<file path="config.mk">
export PLATFORM = sky130hd
export DESIGN_NAME = irq_ack_sequencer
export DESIGN_NICKNAME = d
export VERILOG_FILES = /design/src/rtl/ivs_pkg.sv /design/src/rtl/ivs_req_latch.sv /design/src/rtl/ivs_prio_pick.sv /design/src/rtl/ivs_ack_fsm.sv /design/src/rtl/irq_ack_sequencer.sv
export SDC_FILE = /design/constraint.sdc
export NUM_CORES = 1
export LEC_CHECK = 0
export BUFFER_PORTS_ARGS = -buffer_cell sky130_fd_sc_hd__buf_2
export CORE_MARGIN = 4
export CORE_UTILIZATION = 25
export CTS_CLUSTER_DIAMETER = 150
export DETAILED_ROUTE_END_ITERATION = 8
export PLACE_DENSITY = 0.43
export REMOVE_ABC_BUFFERS = 1
export SLEW_MARGIN = 5
export SYNTH_ARGS = -nofsm -noshare
export SYNTH_HDL_FRONTEND = slang
export SYNTH_SLANG_ARGS = --single-unit
</file>
<file path="constraint.sdc">
create_clock -name clk -period 2.4 [get_ports clk]
set_input_delay 0.48 -clock clk [delete_from_list [all_inputs] [get_ports clk]]
set_output_delay 0.48 -clock clk [all_outputs]
set_load 0.02 [all_outputs]
</file>
<file path="src/rtl/ivs_pkg.sv">
`timescale 1ns/1ps
package ivs_pkg;
  typedef enum logic [1:0] {
    SQ_IDLE   = 2'd0,
    SQ_FIRST  = 2'd1,
    SQ_GAP    = 2'd2,
    SQ_SECOND = 2'd3
  } seq_state_t;
endpackage

</file>
<file path="src/rtl/ivs_req_latch.sv">
`timescale 1ns/1ps
module ivs_req_latch #(
  parameter int N = 8
) (
  input  logic         clk,
  input  logic         rst_n,
  input  logic [N-1:0] irq_in,
  input  logic [N-1:0] clr_vec,
  output logic [N-1:0] irr
);
  logic [N-1:0] irq_prev;
  logic [N-1:0] rise;

  for (genvar g = 0; g < N; g++) begin : g_bit
    assign rise[g] = irq_in[g] & ~irq_prev[g];
    always_ff @(posedge clk) begin
      if (!rst_n) begin
        irq_prev[g] <= 1'b0;
        irr[g]      <= 1'b0;
      end else begin
        irq_prev[g] <= irq_in[g];
        irr[g]      <= (irr[g] & ~clr_vec[g]) | rise[g];
      end
    end
  end

  // a fresh rising edge is always recorded
  assert_edge_sets_R1: assert property (@(posedge clk) disable iff (!rst_n)
    (rise != '0) |=> ((irr & $past(rise)) == $past(rise)));
endmodule

</file>
<file path="src/rtl/ivs_prio_pick.sv">
`timescale 1ns/1ps
module ivs_prio_pick #(
  parameter int N  = 8,
  parameter int IW = $clog2(N)
) (
  input  logic [N-1:0]  vec,
  output logic          any,
  output logic [IW-1:0] idx
);
  always_comb begin
    any = |vec;
    idx = '0;
    for (int i = N - 1; i >= 0; i--) begin
      if (vec[i]) idx = IW'(i);
    end
  end
endmodule

</file>
<file path="src/rtl/ivs_ack_fsm.sv">
`timescale 1ns/1ps
module ivs_ack_fsm
  import ivs_pkg::*;
#(
  parameter int IW = 3
) (
  input  logic          clk,
  input  logic          rst_n,
  input  logic          ack_in,
  input  logic          auto_eoi,
  input  logic          req_any,
  input  logic [IW-1:0] req_idx,
  output logic          take_en,
  output logic          aeoi_clr_en,
  output logic [IW-1:0] win_idx,
  output logic          drive_en
);
  seq_state_t state;
  logic ack_q;
  logic win_real;
  logic ack_rise, ack_fall;

  assign ack_rise = ack_in & ~ack_q;
  assign ack_fall = ~ack_in & ack_q;

  always_ff @(posedge clk) begin
    if (!rst_n) begin
      state    <= SQ_IDLE;
      ack_q    <= 1'b0;
      win_idx  <= '0;
      win_real <= 1'b0;
    end else begin
      ack_q <= ack_in;
      unique case (state)
        SQ_IDLE: if (ack_rise) begin
          state    <= SQ_FIRST;
          win_idx  <= req_any ? req_idx : '1;
          win_real <= req_any;
        end
        SQ_FIRST:  if (ack_fall) state <= SQ_GAP;
        SQ_GAP:    if (ack_rise) state <= SQ_SECOND;
        SQ_SECOND: if (ack_fall) state <= SQ_IDLE;
        default:   state <= SQ_IDLE;
      endcase
    end
  end

  assign take_en     = (state == SQ_IDLE) && ack_rise && req_any;
  assign aeoi_clr_en = (state == SQ_SECOND) && ack_fall && auto_eoi && win_real;
  assign drive_en    = (state == SQ_SECOND);

  // bus is only enabled after a complete first pulse and a gap
  assert_oe_after_gap_R4: assert property (@(posedge clk) disable iff (!rst_n)
    $rose(drive_en) |-> ($past(state) == SQ_GAP));
  // latched index stays put while the bus is driven
  assert_idx_held_R6: assert property (@(posedge clk) disable iff (!rst_n)
    (drive_en && $past(drive_en)) |-> $stable(win_idx));
  // falling second strobe returns to idle
  assert_back_idle_R10: assert property (@(posedge clk) disable iff (!rst_n)
    (drive_en && ack_fall) |=> !drive_en);
endmodule

</file>
<file path="src/rtl/irq_ack_sequencer.sv">
`timescale 1ns/1ps
module irq_ack_sequencer #(
  parameter int N_IRQ = 8,
  parameter int VEC_W = 8
) (
  input  logic                             clk,
  input  logic                             rst_n,
  input  logic [N_IRQ-1:0]                 irq_in,
  input  logic [N_IRQ-1:0]                 irq_mask,
  input  logic [VEC_W-$clog2(N_IRQ)-1:0]   vec_base,
  input  logic                             auto_eoi,
  input  logic                             ack_in,
  input  logic                             eoi_cmd,
  output logic                             int_out,
  output logic [VEC_W-1:0]                 data_out,
  output logic                             data_oe,
  output logic [N_IRQ-1:0]                 irr_out,
  output logic [N_IRQ-1:0]                 isr_out
);
  localparam int IW = $clog2(N_IRQ);

  logic [N_IRQ-1:0] irr, isr_q, clr_irr, set_isr, clr_isr, win_onehot, eoi_onehot;
  logic             req_any, isr_any, take_en, aeoi_clr_en, drive_en;
  logic [IW-1:0]    req_idx, isr_idx, win_idx;

  ivs_req_latch #(.N(N_IRQ)) u_req (
    .clk(clk), .rst_n(rst_n), .irq_in(irq_in), .clr_vec(clr_irr), .irr(irr)
  );

  ivs_prio_pick #(.N(N_IRQ), .IW(IW)) u_req_pick (
    .vec(irr & ~irq_mask), .any(req_any), .idx(req_idx)
  );

  ivs_prio_pick #(.N(N_IRQ), .IW(IW)) u_isr_pick (
    .vec(isr_q), .any(isr_any), .idx(isr_idx)
  );

  ivs_ack_fsm #(.IW(IW)) u_fsm (
    .clk(clk), .rst_n(rst_n), .ack_in(ack_in), .auto_eoi(auto_eoi),
    .req_any(req_any), .req_idx(req_idx), .take_en(take_en),
    .aeoi_clr_en(aeoi_clr_en), .win_idx(win_idx), .drive_en(drive_en)
  );

  always_comb begin
    set_isr    = '0;
    win_onehot = '0;
    eoi_onehot = '0;
    set_isr[req_idx]    = take_en;
    win_onehot[win_idx] = 1'b1;
    eoi_onehot[isr_idx] = eoi_cmd & isr_any;
  end

  assign clr_irr = set_isr;
  assign clr_isr = (aeoi_clr_en ? win_onehot : '0) | eoi_onehot;

  always_ff @(posedge clk) begin
    if (!rst_n) isr_q <= '0;
    else        isr_q <= (isr_q & ~clr_isr) | set_isr;
  end

  assign int_out  = req_any && (!isr_any || (req_idx < isr_idx));
  assign data_oe  = drive_en;
  assign data_out = drive_en ? {vec_base, win_idx} : '0;
  assign irr_out  = irr;
  assign isr_out  = isr_q;

  // interrupt only with an unmasked pending request
  assert_int_needs_req_R2: assert property (@(posedge clk) disable iff (!rst_n)
    int_out |-> ((irr_out & ~irq_mask) != '0));
  // one in-service bit gained per accepted first strobe
  assert_take_one_R3: assert property (@(posedge clk) disable iff (!rst_n)
    (take_en && !eoi_cmd) |=> ($countones(isr_q) == $countones($past(isr_q)) + 1));
  // auto-EOI drops the served bit
  assert_aeoi_clears_R7: assert property (@(posedge clk) disable iff (!rst_n)
    aeoi_clr_en |=> ((isr_q & $past(win_onehot)) == '0));
  // EOI removes exactly one bit
  assert_eoi_one_R8: assert property (@(posedge clk) disable iff (!rst_n)
    (eoi_cmd && isr_any && !take_en && !aeoi_clr_en) |=>
      ($countones(isr_q) == $countones($past(isr_q)) - 1));
  // bus quiet unless enabled
  assert_bus_quiet_R4: assert property (@(posedge clk) disable iff (!rst_n)
    !data_oe |-> (data_out == '0));
endmodule

</file>
# Word level (Yosys, flattened, before mapping)
# Cells that the tools add are included.
[totals] regBits=31 inputBits=26 out_inout_bits=26 word_cells=134
[op_classes] magnitude_cmp=7 eq_ne=7 mux=30 bitwise=53 n_reduce_logical=16
[ops] op="$mux W3" n=17
[ops] op="$and A8 B8 Y8" n=4
[ops] op="$and A1 B1 Y1" n=19
[ops] op="$not A1 Y1" n=18
[ops] op="$mux W8" n=2
[ops] op="$not A8 Y8" n=2
[ops] op="$or A8 B8 Y8" n=2
[ops] op="$reduce_or A8 Y1" n=2
[ops] op="$lt A3 B4 Y1 const B" n=3
[ops] op="$demux W1 S3" n=3
[ops] op="$ge A3 B1 Y1 const B" n=3
[ops] op="$logic_and A1 B1 Y1" n=9
[ops] op="$mux W2" n=4
[ops] op="$ne A2 B1 Y1 const B" n=4
[ops] op="$or A1 B1 Y1" n=8
[ops] op="$pmux W2 S4" n=1
[ops] op="$eq A2 B2 Y1 const B" n=2
[ops] op="$reduce_and A4 Y1" n=1
[ops] op="$lt A3 B3 Y1" n=1
[ops] op="$mux W1" n=3
[ops] op="$eq A2 B1 Y1 const B" n=1
[ops] op="$logic_not A2 Y1" n=1
[ops] op="$reduce_and A2 Y1" n=1
[ops] op="$logic_not A1 Y1" n=1
[ops] op="$logic_or A1 B1 Y1" n=1

# Depth between registers and ports, before layout
# Gate-level depths: netlist (run 1).
[logic_depth] word_depth=18 mapped_depth=9 mapped_depth_nobuf=9

# Cells and area by module
# From an unflattened synthesis (run 1), not the netlist that was laid out.
[hier_totals] cells_unflattened=198 hier_area_um2=1704.1
[by_module_without_submodules] mod="irq_ack_sequencer" n_inst=1 cells_per_inst=83 area_per_inst_um2=600.6
[by_module_without_submodules] mod="ivs_req_latch" n_inst=1 cells_per_inst=49 area_per_inst_um2=549.3
[by_module_without_submodules] mod="ivs_ack_fsm" n_inst=1 cells_per_inst=40 area_per_inst_um2=391.6
[by_module_without_submodules] mod="ivs_prio_pick" n_inst=2 cells_per_inst=13 area_per_inst_um2=81.3

# Worst setup path after synthesis (run 1)
# No wires, ideal clock.
[synth_timing] path_type="register to output" startpoint="register u_req.irr[7]" endpoint="output port int_out" arrival_ps=1928 path_slack_ps=-8 path_stages_with_launch=10 n_path_buf=0 cell_sequence="dfxtp_1 -> inv_1 -> o21ai_0 -> nand2_1 -> a21oi_1 -> ha_1 -> o21a_1 -> o22ai_1 -> a31oi_1 -> nor2_1"
[synth_between] elab_chain_len=12 word_cells_on_any_way=13 classes_between="order compare: 1; mux: 8; bitwise: 1; reduce/logical: 3"
[synth_lines] item="from (decl)" line_no="ivs_req_latch.sv:9" rtl="output logic [N-1:0] irr"
[synth_lines] item="from (signal, indexed assignment)" line_no="ivs_req_latch.sv:22" rtl="irr[g] <= (irr[g] & ~clr_vec[g]) | rise[g];"
[synth_lines] item="$and A8 B8 Y8 (*)" line_no="irq_ack_sequencer.sv:31" rtl=".vec(irr & ~irq_mask), .any(req_any), .idx(req_idx)"
[synth_lines] item="$mux W3 (8 in a row)" line_no="ivs_prio_pick.sv:14" rtl="if (vec[i]) idx = IW'(i);"
[synth_lines] item="$lt A3 B3 Y1" line_no="irq_ack_sequencer.sv:61" rtl="assign int_out = req_any && (!isr_any || (req_idx < isr_idx));"
[synth_lines] item="$logic_or A1 B1 Y1" line_no="irq_ack_sequencer.sv:61"
[synth_lines] item="$logic_and A1 B1 Y1 (*)" line_no="irq_ack_sequencer.sv:61"
[synth_lines] item="to (decl)" line_no="irq_ack_sequencer.sv:14" rtl="output logic int_out,"
# Every way passes the cells marked *; elsewhere a longest branch is shown, timed or not.

# Final worst setup path (run 1)
[layout_timing] startpoint="register u_req.irr[3]" endpoint="output port int_out"
[layout_between] elab_chain_len=8 word_cells_on_any_way=9 classes_between="order compare: 1; mux: 4; bitwise: 1; reduce/logical: 3"
[layout_lines] item="$and A8 B8 Y8 (*)" line_no="irq_ack_sequencer.sv:31"
[layout_lines] item="$mux W3 (4 in a row)" line_no="ivs_prio_pick.sv:14"
[layout_lines] item="$lt A3 B3 Y1" line_no="irq_ack_sequencer.sv:61"
[layout_lines] item="$logic_or A1 B1 Y1" line_no="irq_ack_sequencer.sv:61"
[layout_lines] item="$logic_and A1 B1 Y1 (*)" line_no="irq_ack_sequencer.sv:61"
# Marks and branches as above.

==> results of run 1 <==
## kinds of logic (layout without fill, tap and decap cells)
kind of cell	count (synthesis)	in the layout	share of synthesized area (%)
fa+ha+maj	6	6	4.580
buf+inv	17	96	4.122
compound gates	53	53	21.83
flops	31	31	37.86
simple gates	87	87	30.99
mux	1	1	0.6107
## per-layer routing
| layer | vias to the layer above | global-route usage [%] |
|---|---|---|
| met4 | 0 | 3.654 |
| met1 | 685 | 16.75 |
| li1 | 845 | - |
| met3 | 5 | 2.304 |
| met5 | - | 0 |
| met2 | 40 | 18.02 |
## through the flow
step | util, % | cell area, sq um
finish | 35.84 | 2276
detailed placement | 33.24 | 2111
global route | 35.84 | 2276
floorplan | - | 1624
CTS | 35.21 | 2236
global placement | 33.24 | 2111
## power breakdown
group | internal [mW] | switching, mW | leakage (nW)
Sequential | 0.560 | 0.0394 | 0.257
Combinational | 0.202 | 0.226 | 0.803
Clock | 0.198 | 0.194 | 0.0477
Total | 0.960 | 0.459 | 1.11
## final cells by class
cell class | count | area [sq um]
flip-flops and latches | 31 | 624.3
fillers | 672 | 4074
well taps | 77 | 96.34
multi-input cells | 147 | 988.4
repair buffers | 74 | 430.4
clock buffers | 5 | 68.82
inverters | 14 | 52.55
clock inverters | 3 | 15.01
## worst min path at each step
stage	from	to	slack (ps)
2_1_floorplan	u_req.irq_prev[2]	u_req.irr[2]	400
3_3_place_gp	u_req.irq_prev[2]	u_req.irr[2]	400
3_5_place_dp	u_req.irq_prev[5]	u_req.irr[5]	410
4_1_cts	irq_in[2]	u_req.irq_prev[2]	370
5_1_grt	irq_in[0]	u_req.irq_prev[0]	410
6_report	irq_in[2]	u_req.irq_prev[2]	390
## sequential cells by signal (all words and copies together), names as in the netlist
register	count
isr_out	8
u_fsm.ack_q	1
u_fsm.state	2
u_fsm.win_idx	3
u_fsm.win_real	1
u_req.irq_prev	8
u_req.irr	8
## critical path, stage by stage, from the launching register on
cell	delay, ps
dfxtp_2	330
and2b_2	220
nor4_4	230
o21a_1	160
ha_1	220
o21a_1	110
o22ai_1	110
a31oi_1	60
nor2_1	140
buf_4	160
## cells in the final DEF (no fill, tap or decap), drive strengths merged, types with 2 or more instances in the layout
| master | Yosys | layout |
|---|---|---|
| o221a | 3 | 3 |
| nand3b | 2 | 2 |
| nand2 | 21 | 21 |
| nor4 | 2 | 2 |
| o211ai | 3 | 3 |
| nor3 | 3 | 3 |
| dfxtp | 31 | 31 |
| and2b | 2 | 2 |
| buf | 1 | 74 |
| nor3b | 2 | 2 |
| nor2 | 14 | 14 |
| clkbuf | 2 | 5 |
| o21a | 7 | 7 |
| a21oi | 6 | 6 |
| clkinv | 0 | 3 |
| o21ai | 11 | 11 |
| a21boi | 4 | 4 |
| o22ai | 9 | 9 |
| nand2b | 9 | 9 |
| nand3 | 5 | 5 |
| nor2b | 10 | 10 |
| inv | 14 | 14 |
| and2 | 12 | 12 |
| ha | 6 | 6 |
| a31oi | 3 | 3 |
## repair_timing
action | CTS | global route
setup buffers | 2 | 3
endpoints found under the setup margin | 1 | 1
pin swaps | 7 | 3
gates resized for setup | 9 | 7
==> metrics.yaml, run 1 <==
pwr:
  vdd_ir_drop_max_uv: 252.1
  leakage_nw: 1.107
  cellPowerDensity_nw_per_um2: 623.7
  totalPowerFinal_mw: 1.419
sta:
  hold_viol: 0
  max_freq_ghz: 0.4018
  skew_ps: 8.069
  maxSlewViolCount: 0
  hold_ws_ps: 386.7
  fin_crit_ps: 2489
  fin_ws_ps: -88.72
  rsz0062_at_grt: "true"
  tightest_slew_ps: 553.8
  setup_viol: 1
  slew_headroom_pct: 63.08
  finalCritPeriodShare_pct: 103.7
  setup_tns_ps: -88.72
yosys:
  synth_commonest_cells: "31 x dfxtp_1, 21 x nand2_1, 14 x inv_1, 14 x nor2_1, 12 x and2_1"
  synth_edf_count: 0
  synthCells: 195
  synth_top_area_share_pct: 37.86
  yosysMostFrequentCell: "dfxtp_1"
  synth_area_sq_um: 1639
  synth-seq-cells: 31
  synth_cell_types: 41
  syn_avg_cell_area_sq_um: 8.405
  ys.flop_type: "dfxtp_1"
  yosys_warnings: 0
  seq_area_frac_synth_pct: 37.86
  synth_top_cell_by_area: "dfxtp_1"
  synth.area.top_cells: "dfxtp_1 38%, nand2_1 4.8%, and2_1 4.6%"
  synthArstFlopShare_pct: 0
worst_setup_path:
  crit-reg2reg-launch: "u_fsm.state[0]"
  cp-end-kind: "primary output"
  cp.arrival_ps: 2010
  cp_data_required_time_ps: 1920
  path_class: "reg2out"
  r2r-end: "u_req.irr[7]"
  cp_max_fo: 3
  cp-startpoint: "u_req.irr[3]"
  cp-start-kind: "register"
  r2r_slack_ps: 570
  r2r_cells: 6
  cp-endpoint: "int_out"
cells_and_area:
  fin_nets: 305
  layout-drive-gt1-share_pct: 38.32
  area_growth_pct: 38.85
  n_antenna_cell: 0
  instances_no_fill: 351
cts:
  numCtsBuffers: 5
  clkTransAtPathRegs_ps: 70
  clock_tree.root_cell: "clkbuf_8"
  hold_buffers: 0
  clk_path_buf_depth: 2
  htreeDepth: 2
  clock_sinks: 31
  cts_tree: "built"
  clkLatencyLatePin_ps: 280
detailed_routing:
  via_per_inst: 4.487
  met1_length_microns: 2325
  wl_met2_microns: 1935
  vias: 1575
  drt_pre_antenna_iters: 4
  wl_met3_microns: 208
  dr.max_layer_used: "met4"
  drtAntennaViolNets: 0
  drt-wirelength-per-cell_microns: 12.88
  drcViolationCount: 0
  drt_iter0_markers: 77
  routed_wl_microns: 4522
global_route:
  grt_pass1_wl_microns: 7210
  grt-ovfl-total: 0
  grt_pass1_vias: 1494
  track_usage_pct: 11.79
  antenna_found_initial: 0
  grt_max_degree: 32
die:
  die_area_sq_um: 7916
  core_area_sq_um: 6350
  die_h_microns: 88.97
  die_w_microns: 88.97
  io_pins: 52
  row_count: 29
  initial_utilization_pct: 25.81
min_path:
  hold_path_class: "in2reg"
  hold_depth: 3
run_status:
  outcome: "finished with violations"
  violations: "setup timing"
placement:
  placed_cells: 338
  hpwl_microns: 3453
  post-place-ws_ps: -64.91
  numPortBuffers: 51
  place_congestion: 0.7742
flow_run:
  drv_cap: 0
Note: power is estimated with default switching activity, not from simulation.
==> run 2, diff against run 1 <==
--- a/config.mk
+++ b/config.mk
@@ -7,10 +7,10 @@
 export LEC_CHECK = 0
 export BUFFER_PORTS_ARGS = -buffer_cell sky130_fd_sc_hd__buf_2
 export CORE_MARGIN = 4
-export CORE_UTILIZATION = 25
+export CORE_UTILIZATION = 40
 export CTS_CLUSTER_DIAMETER = 150
 export DETAILED_ROUTE_END_ITERATION = 8
-export PLACE_DENSITY = 0.43
+export PLACE_DENSITY = 0.63
 export REMOVE_ABC_BUFFERS = 1
 export SLEW_MARGIN = 5
 export SYNTH_ARGS = -nofsm -noshare
==> metrics.yaml, run 2 (same netlist as run 1, synthesis figures left out) <==
run_status:
  outcome: "finished with violations"
  violations: "setup timing"
detailed_routing:
  drt_pre_antenna_iters: 4  # unchanged
  drtAntennaViolNets: 0  # unchanged
  routed_wl_microns: 3882  # -14%
  drt_iter0_markers: 108  # +40%
  via_per_inst: 4.962  # +11%
  vias: 1548  # -1.7%
  drcViolationCount: 0  # unchanged
  drt-wirelength-per-cell_microns: 12.44  # -3.4%
cells_and_area:
  layout_commonest_cell: "buf_2"
  layout_common_cells: "50 x buf_2, 29 x dfxtp_1, 21 x nand2_1, 14 x nor2_1, 14 x inv_1"
  instances_no_fill: 312  # -11%
  fin_nets: 293  # -3.9%
  layout-drive-gt1-share_pct: 31.68  # -6.6 points
  area_growth_pct: 29.85
  n_antenna_cell: 0  # unchanged
  final_core_util_pct: 53.59  # +18 points
global_route:
  antenna_found_initial: 0  # unchanged
  grt_pass1_wl_microns: 6589  # -8.6%
  grt_max_degree: 32  # unchanged
  grt-ovfl-total: 0  # unchanged
  grt_pass1_vias: 1464  # -2.0%
  track_usage_pct: 16.16  # +4.4 points
sta:
  finalCritPeriodShare_pct: 103.1  # -0.61 points
  skew_ps: 4.408  # -3.661 ps
  setup_viol: 1  # unchanged
  setup_tns_ps: -74.13  # +14.60 ps
  fin_ws_ps: -74.13  # +14.60 ps
  slew_headroom_pct: 65.38  # +2.3 points
  fin_crit_ps: 2474  # -14.60 ps
  hold_viol: 0  # unchanged
  maxSlewViolCount: 0  # unchanged
  tightest_slew_ps: 519.3  # -34.57 ps
  rsz0062_at_grt: "true"
  max_freq_ghz: 0.4042  # +0.59%
pwr:
  totalPowerFinal_mw: 1.376  # -3.1%
  vdd_ir_drop_max_uv: 376.6  # +49%
  cellPowerDensity_nw_per_um2: 646.4  # +3.6%
  leakage_nw: 1.040  # -6.0%
die:
  initial_utilization_pct: 41.27  # +15 points
  row_count: 23  # -21%
  die_w_microns: 72.02  # -19%
  die_area_sq_um: 5186  # -34%
  io_pins: 52  # unchanged
  core_area_sq_um: 3971  # -37%
  die_h_microns: 72.02  # -19%
min_path:
  hp-start: "irq_in[2]"
  hold_path_class: "in2reg"
placement:
  post-place-ws_ps: -52.60  # +12.31 ps
  placed_cells: 304  # -10%
  numPortBuffers: 51  # unchanged
  place_congestion: 0.7967  # +2.9%
  hpwl_microns: 3002  # -13%
cts:
  cts_setup_buffers: 0  # -2
  numCtsBuffers: 5  # unchanged
  clkLatencyLatePin_ps: 280  # about the same
  clock_sinks: 31  # unchanged
  clock_tree.root_cell: "clkbuf_8"
  clk_path_buf_depth: 2  # unchanged
  htreeDepth: 2  # unchanged
  cts_tree: "built"
  clkTransAtPathRegs_ps: 60  # about the same
worst_setup_path:
  crit-reg2reg-launch: "u_fsm.state[0]"
  cp-startpoint: "isr_out[7]"
  cp-end-kind: "primary output"
  path_class: "reg2out"
  cp_data_required_time_ps: 1920  # about the same
  cp.arrival_ps: 1990  # -20 ps
  cp-start-kind: "register"
  cp_max_fo: 4  # +1
flow_run:
  drv_cap: 0  # unchanged
run 2: routing by layer:
| layer | track usage, % | up-vias | wire length (microns) |
|---|---|---|---|
| li1 | - | 817 | - |
| met1 | 21.36 | 693 | 1830 |
| met2 | 25.20 | 32 | 1808 |
| met3 | 4.709 | 6 | 185 |
| met4 | 5.637 | 0 | 57 |
| met5 | 0 | - | 0 |
run 2: cell type report:
class | instances | area (sq um)
fill | 400 | 1843
multi-input combinational | 147 | 965.9
sequential | 31 | 623.1
timing repair buffer | 62 | 340.3
clock buffer | 5 | 68.82
tap | 50 | 62.56
inverter | 14 | 52.55
clock inverter | 3 | 15.01
run 2: through the flow:
step                area (sq um)  hold slack [ps]
finish                      2128            398.4
CTS                         2128            395.5
global route                2128            404.9
detailed placement          2024            422.5
global placement            2024            402.2
floorplan                   1624            398.8
run 2: path summary, 6_finish.rpt:
| kind | end | slack, ps | cells past startpoint |
|---|---|---|---|
| max | int_out | -70 | 9 |
| min | u_req.irq_prev[2] | 400 | 3 |
| max reg2reg | u_req.irr[3] | 630 | 6 |
| min reg2reg | u_req.irr[2] | 430 | 1 |
run 2: worst max-delay path, cell delays in order, from the launching register on:
cell and delay [ps]:
dfxtp_1 320, nor2_1 190, nor3_2 90, o31ai_2 220, ha_1 270, o21a_1 170
o22ai_1 110, a31oi_1 60, nor2_1 130, buf_4 160
run 2: what timing repair did:
action | in CTS | in global routing
resized for setup | 7 | 0
hold buffers | 0 | 0
pin swaps | 1 | 0
setup endpoints to repair | 1 | 1
cloned | 0 | 0
run 2: power breakdown:
part,internal [mW],switching [mW]
Sequential,0.560,0.0408
Clock,0.198,0.186
Combinational,0.179,0.211
